### src/rtl/rxg_pkg.sv
package rxg_pkg;

    localparam int NUM_ERR = 5;
    localparam int NUM_IRQ = 2;

    localparam int ERR_PARITY  = 0;
    localparam int ERR_BIPHASE = 1;
    localparam int ERR_CONF    = 2;
    localparam int ERR_UNLOCK  = 3;
    localparam int ERR_VALID   = 4;

    localparam int SRC_ERR     = 0;
    localparam int SRC_SILENCE = 1;

    typedef enum logic [1:0] {
        HOLD_LAST = 2'b00,
        HOLD_ZERO = 2'b01,
        HOLD_PASS = 2'b10,
        HOLD_RSVD = 2'b11
    } hold_mode_e;

    typedef enum logic [1:0] {
        TRIG_RISE  = 2'b00,
        TRIG_FALL  = 2'b01,
        TRIG_LEVEL = 2'b10,
        TRIG_OFF   = 2'b11
    } trig_mode_e;

endpackage

### src/rtl/rxg_err_reg.sv
module rxg_err_reg
    import rxg_pkg::*;
(
    input  logic               clk,
    input  logic               rst_n,
    input  logic               frame_vld,
    input  logic [NUM_ERR-1:0] err_flags,
    input  logic [NUM_ERR-1:0] err_enable,
    input  logic               err_rd,
    output logic [NUM_ERR-1:0] err_reg,
    output logic               frame_bad
);

    typedef struct packed {
        logic [NUM_ERR-1:0] bits;
    } err_state_t;

    err_state_t st_d, st_q;
    logic [NUM_ERR-1:0] hits;

    always_comb begin
        hits = frame_vld ? (err_flags & err_enable) : '0;
        st_d = st_q;
        if (err_rd) begin
            st_d.bits = '0;
        end
        st_d.bits = st_d.bits | hits;
    end

    always_ff @(posedge clk or negedge rst_n) begin
        if (!rst_n) begin
            st_q <= '0;
        end else begin
            st_q <= st_d;
        end
    end

    assign err_reg   = st_q.bits;
    assign frame_bad = |hits;

endmodule

### src/rtl/rxg_sample_path.sv
module rxg_sample_path
    import rxg_pkg::*;
#(
    parameter int W = 24
) (
    input  logic         clk,
    input  logic         rst_n,
    input  logic         frame_vld,
    input  logic         frame_bad,
    input  logic [1:0]   hold_sel,
    input  logic [W-1:0] rx_left,
    input  logic [W-1:0] rx_right,
    output logic         out_vld,
    output logic [W-1:0] out_left,
    output logic [W-1:0] out_right
);

    typedef struct packed {
        logic         vld;
        logic [W-1:0] left;
        logic [W-1:0] right;
        logic [W-1:0] good_left;
        logic [W-1:0] good_right;
    } path_state_t;

    path_state_t st_d, st_q;
    hold_mode_e  mode;

    always_comb begin
        mode   = hold_mode_e'(hold_sel);
        st_d   = st_q;
        st_d.vld = frame_vld;
        if (frame_vld) begin
            if (!frame_bad) begin
                st_d.left       = rx_left;
                st_d.right      = rx_right;
                st_d.good_left  = rx_left;
                st_d.good_right = rx_right;
            end else begin
                unique case (mode)
                    HOLD_LAST: begin
                        st_d.left  = st_q.good_left;
                        st_d.right = st_q.good_right;
                    end
                    HOLD_ZERO: begin
                        st_d.left  = '0;
                        st_d.right = '0;
                    end
                    default: begin
                        st_d.left  = rx_left;
                        st_d.right = rx_right;
                    end
                endcase
            end
        end
    end

    always_ff @(posedge clk or negedge rst_n) begin
        if (!rst_n) begin
            st_q <= '0;
        end else begin
            st_q <= st_d;
        end
    end

    assign out_vld   = st_q.vld;
    assign out_left  = st_q.left;
    assign out_right = st_q.right;

endmodule

### src/rtl/rxg_silence_det.sv
module rxg_silence_det #(
    parameter int W       = 24,
    parameter int SIL_RUN = 1548
) (
    input  logic         clk,
    input  logic         rst_n,
    input  logic         frame_vld,
    input  logic [W-1:0] rx_left,
    input  logic [W-1:0] rx_right,
    output logic         silence
);

    localparam int CW = $clog2(SIL_RUN + 1);
    localparam logic [CW-1:0] RUN_END = CW'(SIL_RUN);

    typedef struct packed {
        logic [CW-1:0] run;
        logic          flag;
    } sil_state_t;

    sil_state_t st_d, st_q;
    logic       zero_frame;

    always_comb begin
        zero_frame = (rx_left == '0) && (rx_right == '0);
        st_d = st_q;
        if (frame_vld) begin
            if (zero_frame) begin
                if (st_q.run != RUN_END) begin
                    st_d.run = st_q.run + 1'b1;
                end
                st_d.flag = (st_d.run == RUN_END);
            end else begin
                st_d.run  = '0;
                st_d.flag = 1'b0;
            end
        end
    end

    always_ff @(posedge clk or negedge rst_n) begin
        if (!rst_n) begin
            st_q <= '0;
        end else begin
            st_q <= st_d;
        end
    end

    assign silence = st_q.flag;

endmodule

### src/rtl/rxg_irq_unit.sv
module rxg_irq_unit
    import rxg_pkg::*;
(
    input  logic               clk,
    input  logic               rst_n,
    input  logic [NUM_IRQ-1:0] src,
    input  logic [NUM_IRQ-1:0] irq_enable,
    input  logic [NUM_IRQ-1:0] irq_mode_hi,
    input  logic [NUM_IRQ-1:0] irq_mode_lo,
    input  logic               irq_rd,
    output logic [NUM_IRQ-1:0] irq_stat,
    output logic               irq
);

    typedef struct packed {
        logic [NUM_IRQ-1:0] stat;
        logic [NUM_IRQ-1:0] prev;
    } irq_state_t;

    irq_state_t         st_d, st_q;
    logic [NUM_IRQ-1:0] event_hit;

    for (genvar i = 0; i < NUM_IRQ; i++) begin : g_src
        trig_mode_e code;
        always_comb begin
            code = trig_mode_e'({irq_mode_hi[i], irq_mode_lo[i]});
            unique case (code)
                TRIG_RISE:  event_hit[i] = src[i] & ~st_q.prev[i];
                TRIG_FALL:  event_hit[i] = ~src[i] & st_q.prev[i];
                TRIG_LEVEL: event_hit[i] = src[i];
                default:    event_hit[i] = 1'b0;
            endcase
        end
    end

    always_comb begin
        st_d      = st_q;
        st_d.prev = src;
        if (irq_rd) begin
            st_d.stat = '0;
        end
        st_d.stat = st_d.stat | (event_hit & irq_enable);
    end

    always_ff @(posedge clk or negedge rst_n) begin
        if (!rst_n) begin
            st_q <= '0;
        end else begin
            st_q <= st_d;
        end
    end

    assign irq_stat = st_q.stat;
    assign irq      = |st_q.stat;

endmodule

### src/rtl/rx_err_guard.sv
module rx_err_guard
    import rxg_pkg::*;
#(
    parameter int W       = 24,
    parameter int SIL_RUN = 1548
) (
    input  logic               clk,
    input  logic               rst_n,
    input  logic               frame_vld,
    input  logic [W-1:0]       rx_left,
    input  logic [W-1:0]       rx_right,
    input  logic [NUM_ERR-1:0] err_flags,
    input  logic [NUM_ERR-1:0] err_enable,
    input  logic [1:0]         hold_sel,
    input  logic               err_rd,
    input  logic [NUM_IRQ-1:0] irq_enable,
    input  logic [NUM_IRQ-1:0] irq_mode_hi,
    input  logic [NUM_IRQ-1:0] irq_mode_lo,
    input  logic               irq_rd,
    output logic               out_vld,
    output logic [W-1:0]       out_left,
    output logic [W-1:0]       out_right,
    output logic [NUM_ERR-1:0] err_reg,
    output logic               silence,
    output logic [NUM_IRQ-1:0] irq_stat,
    output logic               irq
);

    logic               frame_bad;
    logic [NUM_IRQ-1:0] irq_src;

    rxg_err_reg i_err (
        .clk        (clk),
        .rst_n      (rst_n),
        .frame_vld  (frame_vld),
        .err_flags  (err_flags),
        .err_enable (err_enable),
        .err_rd     (err_rd),
        .err_reg    (err_reg),
        .frame_bad  (frame_bad)
    );

    rxg_sample_path #(.W(W)) i_path (
        .clk       (clk),
        .rst_n     (rst_n),
        .frame_vld (frame_vld),
        .frame_bad (frame_bad),
        .hold_sel  (hold_sel),
        .rx_left   (rx_left),
        .rx_right  (rx_right),
        .out_vld   (out_vld),
        .out_left  (out_left),
        .out_right (out_right)
    );

    rxg_silence_det #(.W(W), .SIL_RUN(SIL_RUN)) i_sil (
        .clk       (clk),
        .rst_n     (rst_n),
        .frame_vld (frame_vld),
        .rx_left   (rx_left),
        .rx_right  (rx_right),
        .silence   (silence)
    );

    always_comb begin
        irq_src              = '0;
        irq_src[SRC_ERR]     = |err_reg;
        irq_src[SRC_SILENCE] = silence;
    end

    rxg_irq_unit i_irq (
        .clk         (clk),
        .rst_n       (rst_n),
        .src         (irq_src),
        .irq_enable  (irq_enable),
        .irq_mode_hi (irq_mode_hi),
        .irq_mode_lo (irq_mode_lo),
        .irq_rd      (irq_rd),
        .irq_stat    (irq_stat),
        .irq         (irq)
    );

endmodule

### config.mk
export PLATFORM = sky130hd
export DESIGN_NAME = rx_err_guard
export DESIGN_NICKNAME = d
export VERILOG_FILES = /design/src/rtl/rxg_pkg.sv /design/src/rtl/rxg_err_reg.sv /design/src/rtl/rxg_sample_path.sv /design/src/rtl/rxg_silence_det.sv /design/src/rtl/rxg_irq_unit.sv /design/src/rtl/rx_err_guard.sv
export SDC_FILE = /design/constraint.sdc
export NUM_CORES = 1
export LEC_CHECK = 0
export BUFFER_PORTS_ARGS = -buffer_cell sky130_fd_sc_hd__buf_2
export CORE_ASPECT_RATIO = 0.7
export CORE_UTILIZATION = 45
export CTS_CLUSTER_DIAMETER = 120
export DETAILED_ROUTE_END_ITERATION = 6
export GPL_TIMING_DRIVEN = 0
export HOLD_SLACK_MARGIN = 0.02
export PLACE_DENSITY = 0.66
export SETUP_SLACK_MARGIN = 0.1
export SYNTH_ARGS = -nofsm -noshare
export SYNTH_HDL_FRONTEND = slang
export SYNTH_SLANG_ARGS = --single-unit
### constraint.sdc
create_clock -name clk -period 3.81 [get_ports clk]
set_input_delay 0.1905 -clock clk [delete_from_list [all_inputs] [get_ports clk]]
set_output_delay 0.1905 -clock clk [all_outputs]
set_load 0.1 [all_outputs]
# --- Word-level counts from Yosys, hierarchy flattened ---
# Cells that the tools add are included.
totals:
  n_memories: 0
  output_inout_bits: 58
  regBits: 118
  ram_bits: 0
  rom_bits: 0
  inputBits: 71
  latch_bits: 0
op_classes:
  add_sub_neg: 1
  eq_ne: 7
  div_mod_pow: 0
  mul: 0
  shifts: 0
  magnitude_cmp: 0
  n_reduce_logical: 10
  bitwise_logic: 13
  n_mux: 11
op_table:
  columns: ["cell", "n"]
  rows:
  - ["48-bit case mux with 2 select lines", 1]
  - ["24-bit logical NOT", 2]
  - ["48-bit 2-to-1 mux", 1]
  - ["11-bit 2-to-1 mux", 3]
  - ["12-bit 2-to-1 mux", 1]
  - ["11-bit by 1-bit adder with 11-bit output, second input constant", 1]
  - ["11-bit equality test, second input constant", 1]
  - ["11-bit inequality test, second input constant", 1]
  - ["5-bit 2-to-1 mux", 2]
  - ["5-bit OR reduction", 2]
  - ["2-bit by 1-bit equality test with 1-bit output, second input constant", 3]
  - ["2-bit logical NOT", 3]
  - ["1-bit case mux with 3 select lines", 2]
  - ["5-bit AND", 1]
  - ["1-bit inverter", 5]
  - ["5-bit bitwise OR", 1]
  - ["1-bit AND", 4]
  - ["2-bit equality test, second input constant", 2]
  - ["2-bit AND", 1]
  - ["2-bit 2-to-1 mux", 1]
  - ["2-bit bitwise OR", 1]
  - ["2-bit AND reduction", 1]
  - ["2-bit OR reduction", 1]
  - ["1-bit logical AND", 1]

# --- Depth between registers and ports, before layout ---
# Gate-level depths: netlist of run 1.
logic_depth:
  depth_word: 6
  depth_mapped: 7

# --- By module ---
# Synthesis of run 1 repeated with hierarchy kept, for this count alone.
unflattened:
  hier_cells: 473
  area_unflattened_um2: 5652.9
by_module_without_submodules:
  columns: ["module", "seq_area_each_um2", "area_each_um2", "instances", "cells_each"]
  rows:
  - ["rxg_sample_path", 2427.3, 4292.9, 1, 313]
  - ["rxg_silence_det", 300.3, 930.9, 1, 116]
  - ["rxg_err_reg", 125.1, 219.0, 1, 23]
  - ["rxg_irq_unit", 100.1, 197.7, 1, 18]
  - ["rx_err_guard", 0.0, 12.5, 1, 3]

# --- Worst setup path after synthesis of run 1 ---
# No wires, ideal clock.
synth_timing:
  path_type: "register to register"
  startpoint: "reg i_err.st_q (netlist bit i_err.err_reg[2])"
  endpoint: "reg i_irq.st_q (netlist bit i_irq.irq_stat[0])"
  setup_time_ns: 0.129
  period_less_slack_ns: 1.883
  n_path_buf: 0
  setup_slack_ns: 1.927
  t_required_ns: 3.681
  arrival_time_ns: 1.754
  stages_incl_launch_ff: 6
  cell_sequence: "dfrtp_1 -> or4_1 -> nor2_1 -> nor3_1 -> o21ai_0 -> o21ai_0"
synth_rtl:
  columns: ["item", "line_no", "rtl"]
  rows:
  - ["start: declaration", "rxg_err_reg.sv:18", "err_state_t st_d, st_q;"]
  - ["start signal: assignment", "rxg_err_reg.sv:34", "st_q <= st_d;"]
  - ["end signal: assignment", "rxg_irq_unit.sv:49", "st_q <= st_d;"]
  - ["end: declaration", "rxg_irq_unit.sv:20", "irq_state_t st_d, st_q;"]

==> results_dict.tcl, run 1 <==
set metrics [dict create \
    design_power_total_uw 4140 \
    fill_cells 1093 \
    number_of_top_level_pins 129 \
    post_drt_via_cell_ratio 5.38 \
    dieWidth_um 140 \
    mappedNetlistArea_sq_um 5970 \
    number_of_distinct_library_cells_after_synthesis 42 \
    grt_antenna_before_repair 0 \
    power_leakage_uw 0.00332 \
    post_synth_main_area_contributors "sky130_fd_sc_hd__dfrtp_1 49%, sky130_fd_sc_hd__mux2_2 9.1%, sky130_fd_sc_hd__buf_4 6.5%, sky130_fd_sc_hd__nand3b_1 6.3%, sky130_fd_sc_hd__a31oi_1 5.2%" \
    ant_nets 0 \
    cts_root_buf "sky130_fd_sc_hd__clkbuf_16" \
    cts.reportedPaths.clkPinSlew_ns 0.05 \
    layout_common_cells "136 x sky130_fd_sc_hd__buf_2, 118 x sky130_fd_sc_hd__dfrtp_1, 52 x sky130_fd_sc_hd__nor2_1, 52 x sky130_fd_sc_hd__buf_4" \
    synth-warning-count 0 \
    cts_setup_buffers 0 \
    min_period_over_period 0.609 \
    grt_use_total 0.234 \
    proportion_of_synthesized_chip_area_in_sequential_cells 0.495 \
    seq_area_sq_um 2950 \
    layout_min_cycle_time_ns 2.32 \
    cts_made_buffers 17 \
    worstSetupEndpointType "flip-flop" \
    cp.arrival_ns 2.63 \
    design.core.area_sq_um 12700 \
    grt_pass1_wl_mm 24.7 \
    die_outline_area_sq_um 13700 \
    routed_length_per_instance_um 16.7 \
    critPathMaxFanout 10 \
    cts_tree "yes" \
    placedInstanceArea_sq_um 6840 \
    via_count 4861 \
    drt_iter0_markers 265 \
    numPlacedInstances 868 \
    max-vdd-ir-drop_v 0.000367 \
    yosys.area.top_type "sky130_fd_sc_hd__dfrtp_1" \
    ys_async_sr_fraction 1.00 \
    cts.sink_count 118 \
    fin_setup_tns_ns 0 \
    relSlewSlack 0.362 \
    layout_commonest_cell "sky130_fd_sc_hd__buf_2" \
    syn-num-nets 651 \
    placement.io_buffers 127 \
    syn_to_final_growth_pct 24.5 \
    post_synth_inst_count 578 \
    die_height_um 98.4 \
    timing_max_transition_violations_final 0 \
    global_route.overflow_total 0 \
    grt_start_max_net_pins 81 \
    max_freq_ghz 0.431 \
    finalWeightedCongestion 0.840 \
    registers.top_by_ff_count "i_path.st_q" \
    synth_edf_count 0 \
    final_design_area_no_fill_sq_um 7430 \
    htree_levels 4 \
    synth.ff_latch_count 118 \
    critPathRequiredTime_ns 4.11 \
    postSynthAreaPerCell_sq_um 10.3 \
    setup.worst_path.start_class "input port" \
    final-instance-count-excl-fill 903 \
    ys.flop_type "sky130_fd_sc_hd__dfrtp_1" \
    worst_slew_pin_slew_ns 0.952 \
    report.final.setup_viol 0 \
    largest_reg_flops 48 \
    routed_wirelength_mm 15.1 \
    dr.pass1.iters 4 \
    initial_utilization 0.471 \
    n_antenna_cell 0 \
    critPathKind "input port to flip-flop" \
    worst_clock_skew_ns 0.00703 \
    drc 0 \
    cts_buffer_depth 2 \
    netlist.area_leader.share 0.495 \
    finish.utilization 0.586 \
    worst_skew_pair.late_latency_ns 0.41 \
    rsz0062_at_grt "no" \
    first_global_vias 4752 \
    fin_nets 803 \
    detailed_place_hpwl_mm 10.7 \
    post_route_cells_drive_above_1_share 0.363 \
    rows 34 \
    final-hold-violation-count 0 \
    multi_input_gate_area_in_the_final_layout_sq_um 2420 \
    min-delay-path-class "input port to flip-flop" \
    maxCapViolCount 0 \
    power-per-cell-area_nw_per_um2 558 \
    outcome "completed" \
]
-- final timing paths --
kind,start,slack (ns),endpoint,depth (start not counted)
hold reg to reg,i_sil.silence$_DFFE_PN0P_,0.49,i_irq.st_q[1]$_DFF_PN0_,0
min in group asynchronous,rst_n,0.26,i_path.out_right[3]$_DFFE_PN0P_,2
max in group asynchronous,rst_n,2.82,i_sil.silence$_DFFE_PN0P_,3
setup reg to reg,i_sil.st_q[1]$_DFFE_PN0P_,1.67,i_sil.silence$_DFFE_PN0P_,6
hold / removal,irq_enable[1],0.03,i_irq.irq_stat[1]$_DFF_PN0_,3
setup / recovery,frame_vld,1.49,i_sil.silence$_DFFE_PN0P_,8
-- cells in the mapped netlist, drive strengths merged (2+ instances only) --
cell / n
xor2: 3
nand2b: 49
a21oi: 11
nor4: 11
a31oi: 50
or4: 2
and3: 3
nor2: 52
xnor2: 3
nand4: 5
o21ai: 18
o2111ai: 2
nand3: 10
dfrtp: 118
buf: 62
a22oi: 2
mux2: 48
ha: 2
and4: 2
clkbuf: 25
inv: 15
nand3b: 50
nor3: 6
nor4bb: 2
nor2b: 2
nand2: 12
a22o: 2
-- worst max-delay path, stage by stage --
cell and delay (ns):
sky130_fd_sc_hd__dlygate4sd3_1 0.53, sky130_fd_sc_hd__buf_2 0.11, sky130_fd_sc_hd__buf_4 0.17, sky130_fd_sc_hd__nor4b_2 0.30
sky130_fd_sc_hd__nand4_1 0.25, sky130_fd_sc_hd__nor4_4 0.57, sky130_fd_sc_hd__o2111ai_1 0.20, sky130_fd_sc_hd__o31ai_1 0.30
-- stage by stage --
step           worst slack [ns]  hold WS [ns]
6_report                   1.49        0.0331
5_1_grt                    1.30        0.0428
4_1_cts                    1.49        0.0315
3_5_place_dp               1.47         0.128
3_3_place_gp               1.04         0.318
2_1_floorplan              1.93        -0.105
-- area by class of cell --
type                            count  area share
Sequential cell                   118       0.397
Clock inverter                      9      0.0108
Tap cell                          162      0.0273
Clock buffer                       21      0.0620
Multi-Input combinational cell    357       0.326
Buffer                             87      0.0719
Timing Repair Buffer              133      0.0968
Inverter                           16     0.00808
-- kinds of logic (layout without fill, tap and decap cells) --
group                    Yosys count  after routing  share of synthesized area
AO/OA/AOI/OAI                     88             88                     0.0889
adder cells (fa/ha/maj)            2              2                    0.00419
AND/OR/NAND/NOR                  212            212                      0.212
multiplexers                      49             49                     0.0922
flip-flops                       118            118                      0.495
buffers and inverters            103            266                     0.0996
XOR/XNOR                           6              6                    0.00881
-- power by group --
group	switching, uW	internal [uW]	total [uW]
logic	775	339	1110
clock network	558	917	1480
registers	103	1450	1560
-- per-layer routing --
metal | vias to the layer above | share of wire | global-route usage
li1 | 2294 | - | -
met1 | 2398 | 0.50 | 0.347
met2 | 156 | 0.44 | 0.342
met3 | 13 | 0.051 | 0.0525
met4 | 0 | 0.0097 | 0.0676
met5 | - | 0 | 0
-- repair_timing --
action                                 4_1_cts  5_1_grt
resized for setup                            0        0
hold buffers                                 5        0
endpoints found under the hold margin       43        0
(Power assumes the default switching activity.)
==> run 2, diff against run 1 <==
--- a/config.mk
+++ b/config.mk
@@ -5,6 +5,7 @@
 export SDC_FILE = /design/constraint.sdc
 export NUM_CORES = 1
 export LEC_CHECK = 0
+export ABC_AREA = 1
 export BUFFER_PORTS_ARGS = -buffer_cell sky130_fd_sc_hd__buf_2
 export CORE_ASPECT_RATIO = 0.7
 export CORE_UTILIZATION = 45
==> constraint.sdc (replaced) <==
create_clock -name clk -period 2.4 [get_ports clk]
set_input_delay 0.12 -clock clk [delete_from_list [all_inputs] [get_ports clk]]
set_output_delay 0.12 -clock clk [all_outputs]
set_load 0.1 [all_outputs]
==> run 2 against run 1 <==
Effect of this change: the flow now finishes with violations (DRC); utilization increased by 3.8 points; setup slack got worse by 0.81 ns; clock skew increased by 0.0011 ns; sequential power increased by 54%; largest power group unchanged.
==> results_dict.tcl, run 2 <==
set metrics [dict create \
    layout_commonest_cell "sky130_fd_sc_hd__buf_2" \
    synthMostInstantiatedCell "sky130_fd_sc_hd__nand2_1" \
    cts_root_buf "sky130_fd_sc_hd__clkbuf_16" \
    design.core.area_sq_um 12500 \
    first_global_vias 5535 \
    r2r-start "i_sil.st_q[1]$_DFFE_PN0P_" \
    finalWeightedCongestion 0.856 \
    cts.sink_count 118 \
    mappedNetlistArea_sq_um 5840 \
    power.sequential.fraction 0.367 \
    power.net_switching_uw 2290 \
    via_count 5516 \
    worst_skew_pair.late_latency_ns 0.41 \
    grt_use_total 0.255 \
    layout_min_cycle_time_ns 1.72 \
    worst_clock_skew_ns 0.00814 \
    power-per-cell-area_nw_per_um2 833 \
    registers.top_by_ff_count "i_path.st_q" \
    drc 22 \
    crit_path_cell_trace "ha_1 -> nand3_1 -> inv_1 -> nand2_1 -> nand2_1 -> a21oi_1 -> nand3_1 -> nor2_1 -> nand3_1 -> nand2_1" \
    final-hold-violation-count 0 \
    fill_cells 1074 \
    pwr-share-comb 0.274 \
    dieWidth_um 138 \
    path_delay_family "simple AND/OR/NAND/NOR gates" \
    worst_hold_slack_ns 0.0325 \
    cp_slowest_stage_delay_ns 0.41 \
    netlist.area_leader.share 0.506 \
    max-vdd-ir-drop_v 0.000564 \
    crit_buf_inv 1 \
    cts_buffer_depth 2 \
    dr.pass1.iters 7 \
    layout_common_cells "135 x sky130_fd_sc_hd__buf_2, 133 x sky130_fd_sc_hd__nand2_1, 118 x sky130_fd_sc_hd__dfrtp_1" \
    post_synth_inst_count 703 \
    htree_levels 4 \
    timing.critical_path.slowest_stage_cell "sky130_fd_sc_hd__dfrtp_1" \
    post_drt_via_cell_ratio 5.11 \
    routed_length_per_instance_um 14.8 \
    initial_utilization 0.465 \
    rsz0062_at_grt "no" \
    ys_async_sr_fraction 1.00 \
    reg2reg_depth 10 \
    die_height_um 97.3 \
    critPathMaxFanout 4 \
    timing_max_transition_violations_final 0 \
    cts_tree "yes" \
    post_synth_main_area_contributors "sky130_fd_sc_hd__dfrtp_1 51%, sky130_fd_sc_hd__nand2_1 8.6%, sky130_fd_sc_hd__buf_4 7.5%, sky130_fd_sc_hd__nand3_1 5.5%, sky130_fd_sc_hd__a31oi_1 5.1%" \
    power_leakage_uw 0.00394 \
    critPathKind "flip-flop to flip-flop" \
    critPathRequiredTime_ns 2.74 \
    routed_wirelength_mm 16.0 \
    syn_to_final_growth_pct 34.2 \
    ant_nets 0 \
    outcome "finished, violations left" \
    die_outline_area_sq_um 13400 \
    timing.rr.end "i_sil.silence$_DFFE_PN0P_" \
    number_of_top_level_pins 129 \
    cts_setup_buffers 0 \
    worst_slew_pin_slew_ns 0.588 \
    cts.reportedPaths.clkPinSlew_ns 0.05 \
    yosys.area.top_type "sky130_fd_sc_hd__dfrtp_1" \
    grt_pass1_wl_mm 26.9 \
    violations_in_the_final_reports "DRC" \
    grt_start_max_net_pins 67 \
    setup.worst_path.start_class "flip-flop" \
    synth_edf_count 0 \
    number_of_distinct_library_cells_after_synthesis 28 \
    min-delay-path-class "input port to flip-flop" \
    p_int_uw 4240 \
    cts_made_buffers 17 \
    rows 34 \
    proportion_of_synthesized_chip_area_in_sequential_cells 0.506 \
    drt_iter0_markers 456 \
    cp-startpoint "i_sil.st_q[1]$_DFFE_PN0P_" \
    ys.flop_type "sky130_fd_sc_hd__dfrtp_1" \
    relSlewSlack 0.608 \
    syn-num-nets 776 \
    synth.cells.most_frequent "133 x sky130_fd_sc_hd__nand2_1, 118 x sky130_fd_sc_hd__dfrtp_1, 77 x sky130_fd_sc_hd__inv_1, 70 x sky130_fd_sc_hd__nor2_1, 64 x sky130_fd_sc_hd__nand3_1" \
    fin_nets 982 \
    fin_setup_tns_ns 0 \
    ctsHoldBuffers 58 \
    n_antenna_cell 0 \
    grt_antenna_before_repair 0 \
    global_route.overflow_total 0 \
    synth-warning-count 0 \
    switching_share 0.351 \
    ff2ff_setup_slack_ns 0.68 \
    min_period_over_period 0.718 \
    detailed_place_hpwl_mm 11.1 \
    worstSetupEndpointType "flip-flop" \
    largest_reg_flops 48 \
    cp.arrival_ns 2.06 \
    critical_path_cell_count 10 \
    postSynthAreaPerCell_sq_um 8.30 \
    setup.worst_path.end "i_sil.silence$_DFFE_PN0P_" \
    synth.ff_latch_count 118 \
    maxCapViolCount 0 \
    cts_resized 0 \
    finish.utilization 0.624 \
    power.clock.fraction 0.359 \
    post_route_cells_drive_above_1_share 0.255 \
    report.final.setup_viol 0 \
    placement.io_buffers 128 \
    max_freq_ghz 0.580 \
]
## run 2: changes by cell type after synthesis, sizes merged, moves of 6 or more
cell and delta:
a21oi -10, inv +64, mux2 -48, o22ai +6, nor4 -11, nor2 +18, nand3 +56, nand2b -49
nand4 +8, buf +9, nand2 +123, clkbuf -9, nand3b -50, o21ai +43
## run 2: logic make-up after synthesis
logic type / count (synthesis) / synth area share
buffers and inverters: 166 / 0.151
and+or+nand+nor: 294 / 0.218
DFF: 118 / 0.506
AOI/OAI and AO/OA: 117 / 0.112
adders and majority gates: 2 / 0.00429
xor gates and xnor gates: 6 / 0.00900
## run 2: per-layer routing
metal / up-vias / GRT usage / routed length (um)
li1: 2661 / - / -
met1: 2633 / 0.346 / 7610
met2: 206 / 0.412 / 7250
met3: 16 / 0.0626 / 925
met4: 0 / 0.0640 / 177
met5: - / 0 / 0
## run 2: power by group through the flow
stage / registers [uW] / clock network [uW] / logic, uW
after detailed placement: 2420 / 0 / 1720
after floorplan: 2440 / 0 / 1320
after global placement: 2410 / 0 / 1680
final: 2400 / 2340 / 1790
after global routing: 2420 / 2480 / 1910
after CTS: 2390 / 2380 / 1790
## run 2: stage by stage
| stage | setup slack (ns) | instance area, sq um | total power, uW | instances |
|---|---|---|---|---|
| 2_1_floorplan | 0.815 | 5840 | 3760 | 703 |
| 3_3_place_gp | -0.259 | 6680 | 4090 | 993 |
| 3_5_place_dp | 0.736 | 6720 | 4140 | 994 |
| 4_1_cts | 0.720 | 7830 | 6560 | 1080 |
| 5_1_grt | 0.495 | 7830 | 6810 | 1080 |
| 6_report | 0.676 | 7830 | 6530 | 1080 |
## run 2: area by class of cell
type | instances | area [sq um] | share of cell area
inverter | 79 | 297 | 0.0379
clock buffer | 23 | 488 | 0.0623
timing repair buffer | 187 | 1250 | 0.160
sequential | 118 | 2950 | 0.377
multi-input combinational | 419 | 2000 | 0.256
tap | 162 | 203 | 0.0259
clock inverter | 5 | 50.0 | 0.00639
buffer | 87 | 584 | 0.0746
## run 2: worst min path at each step
stage,start,end,cells after the start
after CTS,err_flags[0],i_err.err_reg[0]$_DFF_PN0_,3
after global routing,err_enable[1],i_err.err_reg[1]$_DFF_PN0_,3
after global placement,frame_vld,i_path.out_vld$_DFF_PN0_,1
after floorplan,rst_n,i_err.err_reg[0]$_DFF_PN0_,0
after detailed placement,rst_n,i_path.st_q[32]$_DFFE_PN0P_,1
final,err_flags[0],i_err.err_reg[0]$_DFF_PN0_,3
## run 2: worst reg2reg max path, stage by stage, from the launching register on
cell and delay [ns]:
sky130_fd_sc_hd__dfrtp_1 0.41, sky130_fd_sc_hd__ha_1 0.24, sky130_fd_sc_hd__nand3_1 0.19, sky130_fd_sc_hd__inv_1 0.12, sky130_fd_sc_hd__nand2_1 0.08, sky130_fd_sc_hd__nand2_1 0.07
sky130_fd_sc_hd__a21oi_1 0.20, sky130_fd_sc_hd__nand3_1 0.09, sky130_fd_sc_hd__nor2_1 0.10, sky130_fd_sc_hd__nand3_1 0.10, sky130_fd_sc_hd__nand2_1 0.07
==> run 3, diff against run 2 <==
==> constraint.sdc (replaced) <==
create_clock -name clk -period 1.67 [get_ports clk]
set_input_delay 0.0835 -clock clk [delete_from_list [all_inputs] [get_ports clk]]
set_output_delay 0.0835 -clock clk [all_outputs]
set_load 0.1 [all_outputs]
==> run 3 against run 2 <==
Effect of this change: the flow still finishes with violations (DRC); largest cell class unchanged; first-iteration DRC count decreased by 24%; clock skew decreased by 0.00052 ns; global-route usage decreased by 0.099 points; final area increased by 1.7%; register-to-register slack got worse by 0.62 ns; critical endpoint unchanged; sequential power increased by 43%; via count increased by 0.20%; wire length increased by 0.21%; clock power increased by 51%.
==> results_dict.tcl, run 3 (same netlist as run 2, synthesis figures left out) <==
set metrics [dict create \
    outcome "finished, violations left" \
    violations_in_the_final_reports "DRC" \
    power.clock.fraction 0.370 \
    switching_share 0.352 \
    die_outline_area_sq_um 13400 \
    final-hold-violation-count 0 \
    dr.pass1.iters 7 \
    ant_nets 0 \
    rsz0062_at_grt "yes" \
    design.core.area_sq_um 12500 \
    placement.io_buffers 128 \
    finish.utilization 0.635 \
    cts.reportedPaths.clkPinSlew_ns 0.06 \
    layout_commonest_cell "sky130_fd_sc_hd__buf_2" \
    cts_buffer_depth 2 \
    detailed_place_hpwl_mm 11.0 \
    report.final.setup_viol 0 \
    cts_made_buffers 17 \
    power-per-cell-area_nw_per_um2 1200 \
    maxCapViolCount 0 \
    crit_path_cell_trace "nand3_1 -> nor2_2 -> xor2_1 -> nand3_1 -> nor2_1 -> nand3_1 -> nand2_1" \
    timing_max_transition_violations_final 0 \
    largest_reg_flops 48 \
    critPathMaxFanout 6 \
    fin_setup_tns_ns 0 \
    grt_antenna_before_repair 0 \
    min_period_over_period 0.964 \
    layout_min_cycle_time_ns 1.61 \
    power_leakage_uw 0.00394 \
    design_power_total_uw 9540 \
    number_of_top_level_pins 129 \
    via_count 5527 \
    layout_common_cells "135 x sky130_fd_sc_hd__buf_2, 129 x sky130_fd_sc_hd__nand2_1, 113 x sky130_fd_sc_hd__dfrtp_1" \
    worst_hold_slack_ns 0.108 \
    setup.worst_path.start_class "flip-flop" \
    registers.top_by_ff_count "i_path.st_q" \
    cp.arrival_ns 1.96 \
    worstSetupEndpointType "flip-flop" \
    drc 22 \
    max_freq_ghz 0.621 \
    syn_to_final_growth_pct 36.5 \
    finalWeightedCongestion 0.818 \
    max-vdd-ir-drop_v 0.000700 \
    pwr-share-comb 0.270 \
    globalRouteMet2Util 0.396 \
    worst_slew_pin_slew_ns 0.549 \
    ff2ff_setup_slack_ns 0.06 \
    r2r-start "i_sil.st_q[3]$_DFFE_PN0P_" \
    first_global_vias 5482 \
    global_route.overflow_total 0 \
    routed_wirelength_mm 16.0 \
    drt_iter0_markers 347 \
    grt_pass1_wl_mm 26.7 \
    timing.critical_path.slowest_stage_cell "sky130_fd_sc_hd__dfrtp_2" \
    dieWidth_um 138 \
    cts_root_buf "sky130_fd_sc_hd__clkbuf_16" \
    cts.sink_count 118 \
    power.net_switching_uw 3360 \
    cp_slowest_stage_delay_ns 0.45 \
    p_int_uw 6180 \
    power.sequential.fraction 0.361 \
    worst_path_most_repeated_cell "sky130_fd_sc_hd__nand3_1" \
    worst_clock_skew_ns 0.00762 \
    critPathKind "flip-flop to flip-flop" \
    rows 34 \
    gr_met3_demand_resource 0.0542 \
    fin_nets 985 \
    critPathRequiredTime_ns 2.02 \
    timing.rr.end "i_sil.silence$_DFFE_PN0P_" \
    grt_start_max_net_pins 90 \
    met1_usage 0.353 \
    n_antenna_cell 0 \
    min-delay-path-class "input port to async pin" \
    reg2reg_depth 7 \
    post_drt_via_cell_ratio 5.09 \
    cts_tree "yes" \
    post_route_cells_drive_above_1_share 0.280 \
    routed_length_per_instance_um 14.7 \
    worst_skew_pair.late_latency_ns 0.41 \
    initial_utilization 0.465 \
    grt_use_total 0.254 \
    htree_levels 4 \
    relSlewSlack 0.634 \
    global_route.peak_usage_layer "met2" \
    die_height_um 97.3 \
]
run 3: cell count changes in the layout (fill, tap and decap cells not counted), sizes merged:
cell	before	now
bufinv	1	2
clkinvlp	0	2
buf	200	202
clkinv	4	6
clkbuf	39	37
dlygate4sd3	58	59
run 3: worst max-delay path, delay by kind of cell (launching register included):
family | cells | cell delay [ns]
XOR/XNOR | 1 | 0.22
AND/OR/NAND/NOR | 6 | 0.87
flip-flops | 1 | 0.45
run 3: layout make-up:
type	count	area [sq um]
Clock inverter	10	105
Inverter	79	297
Clock buffer	21	460
Timing Repair Buffer	190	1280
Fill cell	1088	4580
Tap cell	162	203
Sequential cell	118	2960
Buffer	87	584
Multi-Input combinational cell	419	2080
run 3: how the worst max path moves through the flow:
stage                                from                          end  slack, ns  depth (start not counted)
3_3_place_gp                        rst_n   i_err.err_reg[0]$_DFF_PN0_      -1.15                          1
5_1_grt         i_sil.st_q[3]$_DFFE_PN0P_    i_sil.silence$_DFFE_PN0P_       0.02                          7
6_report        i_sil.st_q[3]$_DFFE_PN0P_    i_sil.silence$_DFFE_PN0P_       0.06                          7
3_5_place_dp    i_sil.st_q[1]$_DFFE_PN0P_    i_sil.silence$_DFFE_PN0P_      -0.01                         10
4_1_cts         i_sil.st_q[1]$_DFFE_PN0P_    i_sil.silence$_DFFE_PN0P_       0.10                         10
2_1_floorplan  i_err.err_reg[4]$_DFF_PN0_  i_irq.irq_stat[0]$_DFF_PN0_       0.12                          6
run 3: repair_timing:
item	CTS	global route
endpoints found under the hold margin	221	0
gates resized for setup	9	13
setup endpoints to repair	1	2
hold buffers	59	0
setup buffers	1	1
pin swaps	0	4
run 3: through the flow:
step	setup WS (ns)	cells	instance area, sq um
floorplan	0.121	703	5840
global placement	-1.15	993	6680
detailed placement	-0.0150	994	6720
CTS	0.103	1085	7910
global route	0.0175	1086	7970
finish	0.0607	1086	7970
run 3: per-layer routing:
| metal | vias up | share of wire |
|---|---|---|
| met2 | 177 | 0.45 |
| met3 | 21 | 0.058 |
| met5 | - | 0 |
| li1 | 2668 | - |
| met4 | 0 | 0.016 |
| met1 | 2661 | 0.48 |
run 3: power by group through the flow:
stage	Clock, uW	Sequential [uW]	Combinational, uW
floorplan	0	3500	1900
global placement	0	3460	2420
detailed placement	0	3480	2470
CTS	3570	3440	2580
global route	3720	3480	2740
finish	3530	3440	2570
